`src/rtl/wis_pkg.sv`:
```
package wis_pkg;
  localparam int CNT_W = 6;

  typedef enum logic [1:0] {
    OP_ALU  = 2'd0,
    OP_LOAD = 2'd1,
    OP_WAIT = 2'd2,
    OP_END  = 2'd3
  } op_e;

  // bits [1:0] opcode, bit 2 counter class, upper bits wait threshold
  typedef struct packed {
    logic [CNT_W-1:0] thr;
    logic             cls;
    op_e              op;
  } instr_t;

  localparam int INSTR_W = $bits(instr_t);
endpackage

```
`src/rtl/wis_admit.sv`:
```
module wis_admit #(
  parameter int N      = 10,
  parameter int BUDGET = 256,
  parameter int REG_W  = 9,
  localparam int SW    = (N > 1) ? $clog2(N) : 1,
  localparam int USE_W = REG_W + SW + 1
) (
  input  logic                      clk,
  input  logic                      rst_n,
  input  logic [N-1:0]              resident,
  input  logic [N-1:0][REG_W-1:0]   regs_held,
  input  logic                      adm_valid,
  input  logic [REG_W-1:0]          adm_regs,
  output logic                      adm_ready,
  output logic [SW-1:0]             adm_slot,
  output logic [N-1:0]              alloc
);
  logic [USE_W-1:0] used;
  logic [USE_W-1:0] total;
  logic             free_ok;
  logic [SW-1:0]    free_idx;
  logic             fits;

  always_comb begin
    used     = '0;
    free_ok  = 1'b0;
    free_idx = '0;
    for (int i = 0; i < N; i++) begin
      if (resident[i]) used = used + USE_W'(regs_held[i]);
    end
    for (int i = N - 1; i >= 0; i--) begin
      if (!resident[i]) begin
        free_ok  = 1'b1;
        free_idx = SW'(i);
      end
    end
    total     = used + USE_W'(adm_regs);
    fits      = (total <= USE_W'(BUDGET));
    adm_ready = free_ok & fits;
    adm_slot  = free_idx;
    alloc     = (adm_valid && adm_ready) ? (N'(1) << free_idx) : '0;
  end

  // resident register demand never exceeds the register file
  a_r1_budget_kept: assert property (@(posedge clk) disable iff (!rst_n)
    used <= USE_W'(BUDGET));
endmodule

```
`src/rtl/wis_rr_pick.sv`:
```
module wis_rr_pick #(
  parameter int N  = 10,
  localparam int IW = (N > 1) ? $clog2(N) : 1
) (
  input  logic          clk,
  input  logic          rst_n,
  input  logic [N-1:0]  req,
  output logic [N-1:0]  gnt,
  output logic [IW-1:0] gnt_idx,
  output logic          gnt_valid
);
  logic [IW-1:0] last_q;
  logic [IW-1:0] last_d;
  logic [IW-1:0] ci;
  logic [IW-1:0] after_last;
  int            cand;

  always_comb begin
    gnt       = '0;
    gnt_idx   = '0;
    gnt_valid = 1'b0;
    ci        = '0;
    cand      = 0;
    for (int k = 1; k <= N; k++) begin
      cand = (int'(last_q) + k) % N;
      ci   = IW'(cand);
      if (!gnt_valid && req[ci]) begin
        gnt_valid = 1'b1;
        gnt_idx   = ci;
        gnt[ci]   = 1'b1;
      end
    end
    last_d     = gnt_valid ? gnt_idx : last_q;
    after_last = (last_q == IW'(N - 1)) ? '0 : last_q + IW'(1);
  end

  always_ff @(posedge clk or negedge rst_n) begin
    if (!rst_n)         last_q <= IW'(N - 1);
    else if (gnt_valid) last_q <= last_d;
  end

  // a single grant per cycle
  a_r8_one_grant: assert property (@(posedge clk) disable iff (!rst_n)
    $onehot0(gnt));
  // the slot right after the last issuer wins when it is ready
  a_r8_rr_next: assert property (@(posedge clk) disable iff (!rst_n)
    (gnt_valid && req[after_last]) |-> (gnt_idx == after_last));
endmodule

```
`src/rtl/wis_slot.sv`:
```
module wis_slot import wis_pkg::*; #(
  parameter int REG_W = 9,
  parameter int PC_W  = 8
) (
  input  logic             clk,
  input  logic             rst_n,
  input  logic             alloc_i,
  input  logic [REG_W-1:0] regs_i,
  input  logic             pick_i,
  input  instr_t           instr_i,
  input  logic             ret_v_i,
  input  logic             ret_s_i,
  output logic             resident_o,
  output logic             ready_o,
  output logic [PC_W-1:0]  pc_o,
  output logic [REG_W-1:0] regs_o,
  output logic             retire_o
);
  logic             resident_q, resident_d;
  logic [PC_W-1:0]  pc_q, pc_d;
  logic [REG_W-1:0] regs_q, regs_d;
  logic [CNT_W-1:0] cnt_v_q, cnt_v_d, cnt_s_q, cnt_s_d;
  logic             wait_q, wait_d;
  logic [1:0]       wmask_q, wmask_d;
  logic [CNT_W-1:0] wthr_q, wthr_d;
  logic             cond_stored, icond, advance, blocked, inc_v, inc_s, en;
  logic [1:0]       imask;
  logic [CNT_W-1:0] ithr;

  always_comb begin
    cond_stored = (!wmask_q[0] || cnt_v_q <= wthr_q) && (!wmask_q[1] || cnt_s_q <= wthr_q);
    ready_o     = resident_q && (!wait_q || cond_stored);
    case (instr_i.op)
      OP_END:  imask = 2'b11;
      OP_WAIT: imask = instr_i.cls ? 2'b10 : 2'b01;
      default: imask = 2'b00;
    endcase
    ithr     = (instr_i.op == OP_END) ? '0 : instr_i.thr;
    icond    = (!imask[0] || cnt_v_q <= ithr) && (!imask[1] || cnt_s_q <= ithr);
    advance  = pick_i && icond;
    blocked  = pick_i && !icond;
    inc_v    = pick_i && (instr_i.op == OP_LOAD) && !instr_i.cls;
    inc_s    = pick_i && (instr_i.op == OP_LOAD) && instr_i.cls;
    retire_o = advance && (instr_i.op == OP_END);

    resident_d = resident_q;
    pc_d       = pc_q;
    regs_d     = regs_q;
    wait_d     = wait_q;
    wmask_d    = wmask_q;
    wthr_d     = wthr_q;
    cnt_v_d    = cnt_v_q + CNT_W'(inc_v) - CNT_W'(ret_v_i);
    cnt_s_d    = cnt_s_q + CNT_W'(inc_s) - CNT_W'(ret_s_i);
    if (advance) pc_d = pc_q + PC_W'(1);
    if (pick_i)  wait_d = blocked;
    if (blocked) begin
      wmask_d = imask;
      wthr_d  = ithr;
    end
    if (retire_o) resident_d = 1'b0;
    if (alloc_i) begin
      resident_d = 1'b1;
      pc_d       = '0;
      regs_d     = regs_i;
      wait_d     = 1'b0;
    end
    en = alloc_i || pick_i || ret_v_i || ret_s_i;
  end

  always_ff @(posedge clk or negedge rst_n) begin
    if (!rst_n) begin
      resident_q <= 1'b0;
      pc_q       <= '0;
      regs_q     <= '0;
      cnt_v_q    <= '0;
      cnt_s_q    <= '0;
      wait_q     <= 1'b0;
      wmask_q    <= '0;
      wthr_q     <= '0;
    end else if (en) begin
      resident_q <= resident_d;
      pc_q       <= pc_d;
      regs_q     <= regs_d;
      cnt_v_q    <= cnt_v_d;
      cnt_s_q    <= cnt_s_d;
      wait_q     <= wait_d;
      wmask_q    <= wmask_d;
      wthr_q     <= wthr_d;
    end
  end

  assign resident_o = resident_q;
  assign pc_o       = pc_q;
  assign regs_o     = regs_q;

  // a load never holds the wave back
  a_r5_load_no_stall: assert property (@(posedge clk) disable iff (!rst_n)
    (pick_i && instr_i.op == OP_LOAD) |=> (pc_q == $past(pc_q) + PC_W'(1)));
  // a wave blocked on its wait is never picked
  a_r6_blocked_unpicked: assert property (@(posedge clk) disable iff (!rst_n)
    (wait_q && !cond_stored) |-> !pick_i);
  // retirement empties the slot
  a_r10_retire_frees: assert property (@(posedge clk) disable iff (!rst_n)
    retire_o |=> !resident_o);
  // responses only arrive for reads in flight
  a_r11_vec_no_underflow: assert property (@(posedge clk) disable iff (!rst_n)
    ret_v_i |-> (cnt_v_q != '0));
  a_r11_sca_no_underflow: assert property (@(posedge clk) disable iff (!rst_n)
    ret_s_i |-> (cnt_s_q != '0));
endmodule

```
`src/rtl/wave_issue_sched.sv`:
```
module wave_issue_sched import wis_pkg::*; #(
  parameter int NUM_SLOTS  = 10,
  parameter int REG_BUDGET = 256,
  parameter int PC_W       = 8,
  localparam int SLOT_W    = (NUM_SLOTS > 1) ? $clog2(NUM_SLOTS) : 1,
  localparam int REG_W     = $clog2(REG_BUDGET + 1)
) (
  input  logic               clk,
  input  logic               rst_n,
  input  logic               adm_valid,
  input  logic [REG_W-1:0]   adm_regs,
  output logic               adm_ready,
  output logic [SLOT_W-1:0]  adm_slot,
  output logic               iss_valid,
  output logic [SLOT_W-1:0]  iss_slot,
  output logic [PC_W-1:0]    iss_pc,
  input  logic [INSTR_W-1:0] iss_instr,
  output logic               idle,
  output logic               retire_valid,
  input  logic               ret_valid,
  input  logic [SLOT_W-1:0]  ret_slot,
  input  logic               ret_cls
);
  logic [NUM_SLOTS-1:0]             resident, ready, alloc, pick, retire;
  logic [NUM_SLOTS-1:0][REG_W-1:0]  regs_held;
  logic [NUM_SLOTS-1:0][PC_W-1:0]   pc_arr;
  instr_t                           cur_instr;

  assign cur_instr = iss_instr;

  wis_admit #(.N(NUM_SLOTS), .BUDGET(REG_BUDGET), .REG_W(REG_W)) u_admit (
    .clk(clk), .rst_n(rst_n), .resident(resident), .regs_held(regs_held),
    .adm_valid(adm_valid), .adm_regs(adm_regs), .adm_ready(adm_ready),
    .adm_slot(adm_slot), .alloc(alloc)
  );

  wis_rr_pick #(.N(NUM_SLOTS)) u_pick (
    .clk(clk), .rst_n(rst_n), .req(ready), .gnt(pick),
    .gnt_idx(iss_slot), .gnt_valid(iss_valid)
  );

  for (genvar g = 0; g < NUM_SLOTS; g++) begin : g_slot
    wis_slot #(.REG_W(REG_W), .PC_W(PC_W)) u_slot (
      .clk(clk), .rst_n(rst_n), .alloc_i(alloc[g]), .regs_i(adm_regs),
      .pick_i(pick[g]), .instr_i(cur_instr),
      .ret_v_i(ret_valid && ret_slot == SLOT_W'(g) && !ret_cls),
      .ret_s_i(ret_valid && ret_slot == SLOT_W'(g) && ret_cls),
      .resident_o(resident[g]), .ready_o(ready[g]), .pc_o(pc_arr[g]),
      .regs_o(regs_held[g]), .retire_o(retire[g])
    );
  end

  assign iss_pc       = pc_arr[iss_slot];
  assign retire_valid = |retire;
  assign idle         = (|resident) && !iss_valid;
endmodule

```
`config.mk`:
```
export PLATFORM = sky130hd
export DESIGN_NAME = wave_issue_sched
export DESIGN_NICKNAME = d
export VERILOG_FILES = /design/src/rtl/wis_pkg.sv /design/src/rtl/wis_admit.sv /design/src/rtl/wis_rr_pick.sv /design/src/rtl/wis_slot.sv /design/src/rtl/wave_issue_sched.sv
export SDC_FILE = /design/constraint.sdc
export NUM_CORES = 1
export LEC_CHECK = 0
export BUFFER_PORTS_ARGS = -buffer_cell sky130_fd_sc_hd__buf_2
export CORE_MARGIN = 2
export CORE_UTILIZATION = 40
export CTS_CLUSTER_DIAMETER = 100
export CTS_CLUSTER_SIZE = 28
export DETAILED_ROUTE_END_ITERATION = 10
export GPL_TIMING_DRIVEN = 1
export MAX_ROUTING_LAYER = met4
export SLEW_MARGIN = 40
export SYNTH_ARGS = -nofsm -noshare
export SYNTH_HDL_FRONTEND = slang
export SYNTH_SLANG_ARGS = --single-unit
```
`constraint.sdc`:
```
create_clock -name clk -period 17.5 [get_ports clk]
set_input_delay 3.5 -clock clk [delete_from_list [all_inputs] [get_ports clk]]
set_output_delay 3.5 -clock clk [all_outputs]
set_load 0.1 [all_outputs]
```
; Word level (Yosys, flattened, before mapping)
; Cells that the tools add are included.
[totals]
n_memories = 0
regBits = 394
elab_cells = 770
ram_bits = 0
latch_bits = 0
mem_bits_ro = 0
input_bits = 27
out_inout_bits = 20
[classes]
n_reduce_logical = 358
n_eq_ne = 12
n_div = 10
mux = 166
n_addsub = 70
mul = 0
order_cmp = 62
n_bitwise = 10
shifts = 1
[ops]
columns = cell, n
row1 = $mod A32 B5 Y32 const B, 10
row2 = $le A6 B6 Y1, 40
row3 = $mux W8, 21
row4 = $logic_and A1 B1 Y1, 141
row5 = $add A14 B9 Y14, 9
row6 = $mux W14, 9
row7 = $add A6 B1 Y6, 20
row8 = $sub A6 B1 Y6, 20
row9 = $mux W10, 11
row10 = $reduce_and A2 Y1, 50
row11 = $or A10 B10 Y10, 9
row12 = $add A8 B1 Y8 const B, 10
row13 = $logic_or A1 B1 Y1, 80
row14 = $mux W1, 80
row15 = $mux W4, 20
row16 = $reduce_bool A2 Y1, 30
row17 = $lt A4 B5 Y1 const B, 11
row18 = $logic_not A1 Y1, 54
row19 = $bmux W1 S4, 10
row20 = $demux W1 S4, 10
row21 = $ge A4 B1 Y1 const B, 10
row22 = $bmux W8 S4, 1
row23 = $add A4 B3 Y5 const B, 4
row24 = $reduce_or A10 Y1, 2
row25 = other kinds (18), 27

; Longest topological paths before layout
[depth]
word_depth = 39
ltp_mapped = 62
depth_no_buf = 59

; By module
; Synthesis repeated with hierarchy kept, for this count alone.
[unflattened]
cells_unflattened = 4340
area_unflattened_um2 = 38144.1
[modules_own_cells]
columns = mod, cells_per_inst, area_each_um2, seq_area_each_um2, n_inst
row1 = wis_slot, 276, 2671.3, 975.9, 10
row2 = wis_admit, 773, 5754.3, 0.0, 1
row3 = wis_rr_pick, 698, 4778.3, 102.6, 1
row4 = wave_issue_sched, 109, 898.4, 0.0, 1

; Worst setup path before layout
; OpenSTA, ideal clock, no wires.
[synth_path]
path_kind = flip-flop to output port
from = register g_slot[0].u_slot.resident_q
to = output adm_ready
path_buffers = 3
required_ns = 14.000
stages_incl_launch_ff = 55
t_arrival_ns = 12.933
path_slack_ns = 1.067
path_cell_list = dfrtp_1 clkbuf_1 and2_1 ha_1 fa_1 a21o_1 a21oi_1 xnor2_1 mux2_2 ha_1 o211ai_1 o21ai_1 xor2_1 nand2_1 o21ai_0 ha_1 o211a_1 o31ai_1 [19 not listed] xnor2_1 mux2_2 ha_1 xor2_1 mux2_2 ha_1 xnor2_1 mux2_2 ha_1 nand2_1 nor2_1 a211oi_1 or4b_2 mux2i_1 a31oi_2 buf_4 buf_2 nor3_1
[synth_via]
elab_chain_len = 22
word_cells_on_any_way = 23
classes_between = add/sub: 10 / order compare: 1 / mux: 11 / bitwise: 1
[synth_lines]
columns = element, line
row1 = start: declaration, wis_slot.sv:19  ; logic resident_q, resident_d;
row2 = start signal: assignment, wis_slot.sv:81  ; resident_q <= resident_d;
row3 = $mux W9, wis_admit.sv:29  ; if (resident[i]) used = used + USE_W'(regs_held[i]);
row4 = $add A9 B9 Y10, wis_admit.sv:29
row5 = $mux W14, wis_admit.sv:29
row6 = $add A14 B9 Y14, wis_admit.sv:29
row7 = $mux W14, wis_admit.sv:29
row8 = $add A14 B9 Y14, wis_admit.sv:29
row9 = $mux W14, wis_admit.sv:29
row10 = $add A14 B9 Y14, wis_admit.sv:29
row11 = [6 not listed], n/a
row12 = $mux W14, wis_admit.sv:29
row13 = $add A14 B9 Y14, wis_admit.sv:29
row14 = $mux W14, wis_admit.sv:29
row15 = $add A14 B9 Y14, wis_admit.sv:29
row16 = $mux W14, wis_admit.sv:29
row17 = $add A14 B9 Y14, wis_admit.sv:37  ; total = used + USE_W'(adm_regs);
row18 = $le A14 B9 Y1, wis_admit.sv:38  ; fits = (total <= USE_W'(BUDGET));
row19 = $and A1 B1 Y1 (*), wis_admit.sv:39  ; adm_ready = free_ok & fits;
row20 = end: declaration, wave_issue_sched.sv:12  ; output logic adm_ready,
; Every way passes the cells marked *; elsewhere a longest branch is shown, timed or not.

; Worst setup path in the final report
; Ends and elaborated chain as after synthesis.

==> run summary <==
I/O pin cnt: 47
Clock root cell: clkbuf_16
Antenna-violating nets left: 0
Maximum clock path buffer count: 3
Post-synthesis adder-cell area fraction: 18.5%
Final Hold Fails: 0
CTS Buf Count: 26
Largest family of logic cells by synthesized area: adder cells
RSZ-0062 raised after global routing: no
Setup CP Type: reg2out
DRT Pass-1 Iters: 6
Ratio of final minimum period to clock period: 95.0%
Layout Skew: 0.0358 ns
Top cells by area, synth: dfrtp_1 26%, ha_1 17%, mux2_2 5.0%
Synth top area share: 26.3%
Leading register cell type out of synthesis: dfrtp_1
FF/Latch Area: 9870 sq um
Final WL: 109000 microns
Filler instances: 9070
Setup ws final: 0.872 ns
Mapped cell area: 37400 sq um
Worst path arrival time: 13.13 ns
Vias in the first global route: 30000
Status: finished, final reports clean
Clock transition at the registers of the reported paths: 0.11 ns
Avg WL per Cell: 20.0 microns
Max Freq: 0.0601 GHz
Avg Inst Size Synth: 8.98 sq um
CP dominant cell by count: ha_1
Worst hold endpoint: g_slot[8].u_slot.wthr_q[4]$_DFFE_PN0P_
Final Core Density: 43.2%
Cell taking the most area after synthesis: dfrtp_1
Vias per cell: 5.68
Initial DRC Count: 2294
Xor-xnor portion of the synthesized cell area: 6.24%
Die Span Y: 310 microns
Synthesized net count: 4721
Mapped Cells: 4162
Core area: 92900 sq um
Place WS: 0.803 ns
Final #Nets: 4722
Startpoint Class: flop
Final TNS setup: 0 ns
Die Wd: 310 microns
Number of enable flip-flop cells after synthesis: 0
FFs w/ async S/R, synth: 100%
Gpl congestion: 0.963
Metal-1 WL: 50700 microns
Worst-Margin Slew: 0.860 ns
Flops & latches, synth: 394
Layout area overhead: 7.51%
Port bufs: 46
Setup crit start: g_slot[0].u_slot.resident_o$_DFFE_PN0P_
Max incr delay on CP: 0.61 ns
Hold Crit Depth: 2
Antenna violations before repair: 2
Final min period: 16.63 ns
Area of the multi-input gates: 25600 sq um
Max-cap violations: 0
Grt ovf: 0
Synth Area in Compound Gates: 17.9%
YS warnings: 0
Global-route wire length before repair: 172000 microns
Rows: 112
Sequential cell area fraction in the yosys report: 26.4%
Largest net degree at the start of global routing: 68
Tot GR Track Use: 23.4%
R2R depth: 56
Via count: 30900
H-tree lvl count: 1
Post-synthesis mux area share: 10.2%
Setup Fix Bufs, Post-CTS: 0
Post-detail-place hpwl: 83400 microns
Reg-to-Reg End: g_slot[3].u_slot.regs_o[4]$_DFFE_PN0P_
Max_slew headroom: 42.2%
Initial Utilization: 40.2%
Critical path capture point type: output pin
Synth unique cells: 115
HP Start: g_slot[8].u_slot.wthr_q[4]$_DFFE_PN0P_
CP required: 14.00 ns
Fraction of layout cells with a size suffix above 1: 10.4%
Simple-Gate Fraction of Synth Area: 15.3%
Crit-path max FO: 18
Met2 WL: 50500 microns
Final setup violation count: 0
Die Area: 95900 sq um
DR WL met3: 4480 microns
Latest clock arrival within the worst-skew pair: 0.63 ns
Post-synth top cells: 502 x ha_1, 392 x dfrtp_1, 363 x inv_1, 298 x nor2_1, 272 x nand2_1
CTS tree: yes
R2R Setup Slk: 3.79 ns
Crit path max-delay cell type: dfrtp_4
Top sig layer: met4
Slew Limit Fails: 0
Top-count cell post-synth: ha_1
CTS sink cnt: 394
Reg-to-reg startpoint: g_slot[0].u_slot.resident_o$_DFFE_PN0P_
Hold Crit Class: reg2reg
Drc violations: 0
-- cell type report --
cell class,instances,share of cell area (%)
multi-input cells,3264,63.7
flip-flops and latches,394,24.6
well taps,1254,3.91
inverters,364,3.40
repair buffers,113,1.95
clock buffers,27,1.65
clock inverters,21,0.807
diodes,1,0.00623
-- layout by cell type, fill, tap and decap left out, types with 19 or more instances in the layout --
cell type / n
o21bai_1: 31
xnor2_1: 140
a21oi_1: 195
o22ai_1: 28
buf_2: 44
and2_1: 37
nand4_1: 87
a311oi_1: 24
inv_1: 363
nor2b_1: 63
o211ai_1: 19
mux2_1: 22
nand2b_1: 22
and3_1: 29
nor2_1: 294
o21ai_0: 222
clkbuf_16: 26
mux2_2: 166
nand3_1: 90
ha_1: 500
nand2_1: 272
dfrtp_1: 390
and4_1: 24
fa_1: 30
mux2i_1: 149
buf_4: 61
nor4_1: 27
xor2_1: 101
a21o_1: 120
a211oi_1: 59
nor3_1: 83
o21a_1: 68
a31oi_1: 23
-- worst max path at each step --
stage / slack (ns) / endpoint
3_3_place_gp: 0.99 / adm_ready
4_1_cts: 0.05 / adm_ready
6_report: 0.87 / adm_ready
5_1_grt: 0.07 / adm_ready
3_5_place_dp: 0.80 / adm_ready
2_1_floorplan: 1.07 / adm_ready
-- per-layer routing --
metal / up-vias / global-route usage [%]
met2: 657 / 38.2
met4: 0 / 5.89
met3: 135 / 1.68
met1: 15100 / 31.6
li1: 15000 / -
met5: - / -
-- critical path, delay by kind of cell (launching register included) --
| family | cells | cell delay (ns) |
|---|---|---|
| AO/OA/AOI/OAI | 16 | 3.04 |
| XOR/XNOR | 12 | 1.74 |
| adder cells (fa/ha/maj) | 11 | 3.49 |
| buffers and inverters | 1 | 0.35 |
| flip-flops | 1 | 0.61 |
| multiplexers | 6 | 1.74 |
| AND/OR/NAND/NOR | 9 | 1.47 |
-- sequential cells by signal (all words and copies together), names as in the netlist --
register / cells
g_slot.u_slot.resident_o: 10
g_slot.u_slot.pc_o: 80
u_pick.last_q: 4
g_slot.u_slot.cnt_s_q: 60
g_slot.u_slot.wmask_q: 20
g_slot.u_slot.wait_q: 10
g_slot.u_slot.cnt_v_q: 60
g_slot.u_slot.regs_o: 90
g_slot.u_slot.wthr_q: 60
-- stage by stage --
stage	hold slack, ns	instance area [sq um]	instances
global placement	0.464	39000	5384
CTS	0.493	40100	5435
global route	0.511	40200	5437
floorplan	0.450	37400	4162
finish	0.490	40200	5438
detailed placement	0.471	39100	5387
-- logic make-up after synthesis --
group,count (synthesis)
flops,394
fa+ha+maj,534
mux,348
compound gates,992
buf+inv,504
simple gates,1138
xor+xnor,252
-- what timing repair did --
action,in CTS,in global routing
resized for setup,0,8
hold buffers,0,0
setup endpoints to repair,0,1
Power is left out: the tool's default activity adds up to more than one toggle a clock period on the data nets, which glitch-free logic cannot reach.
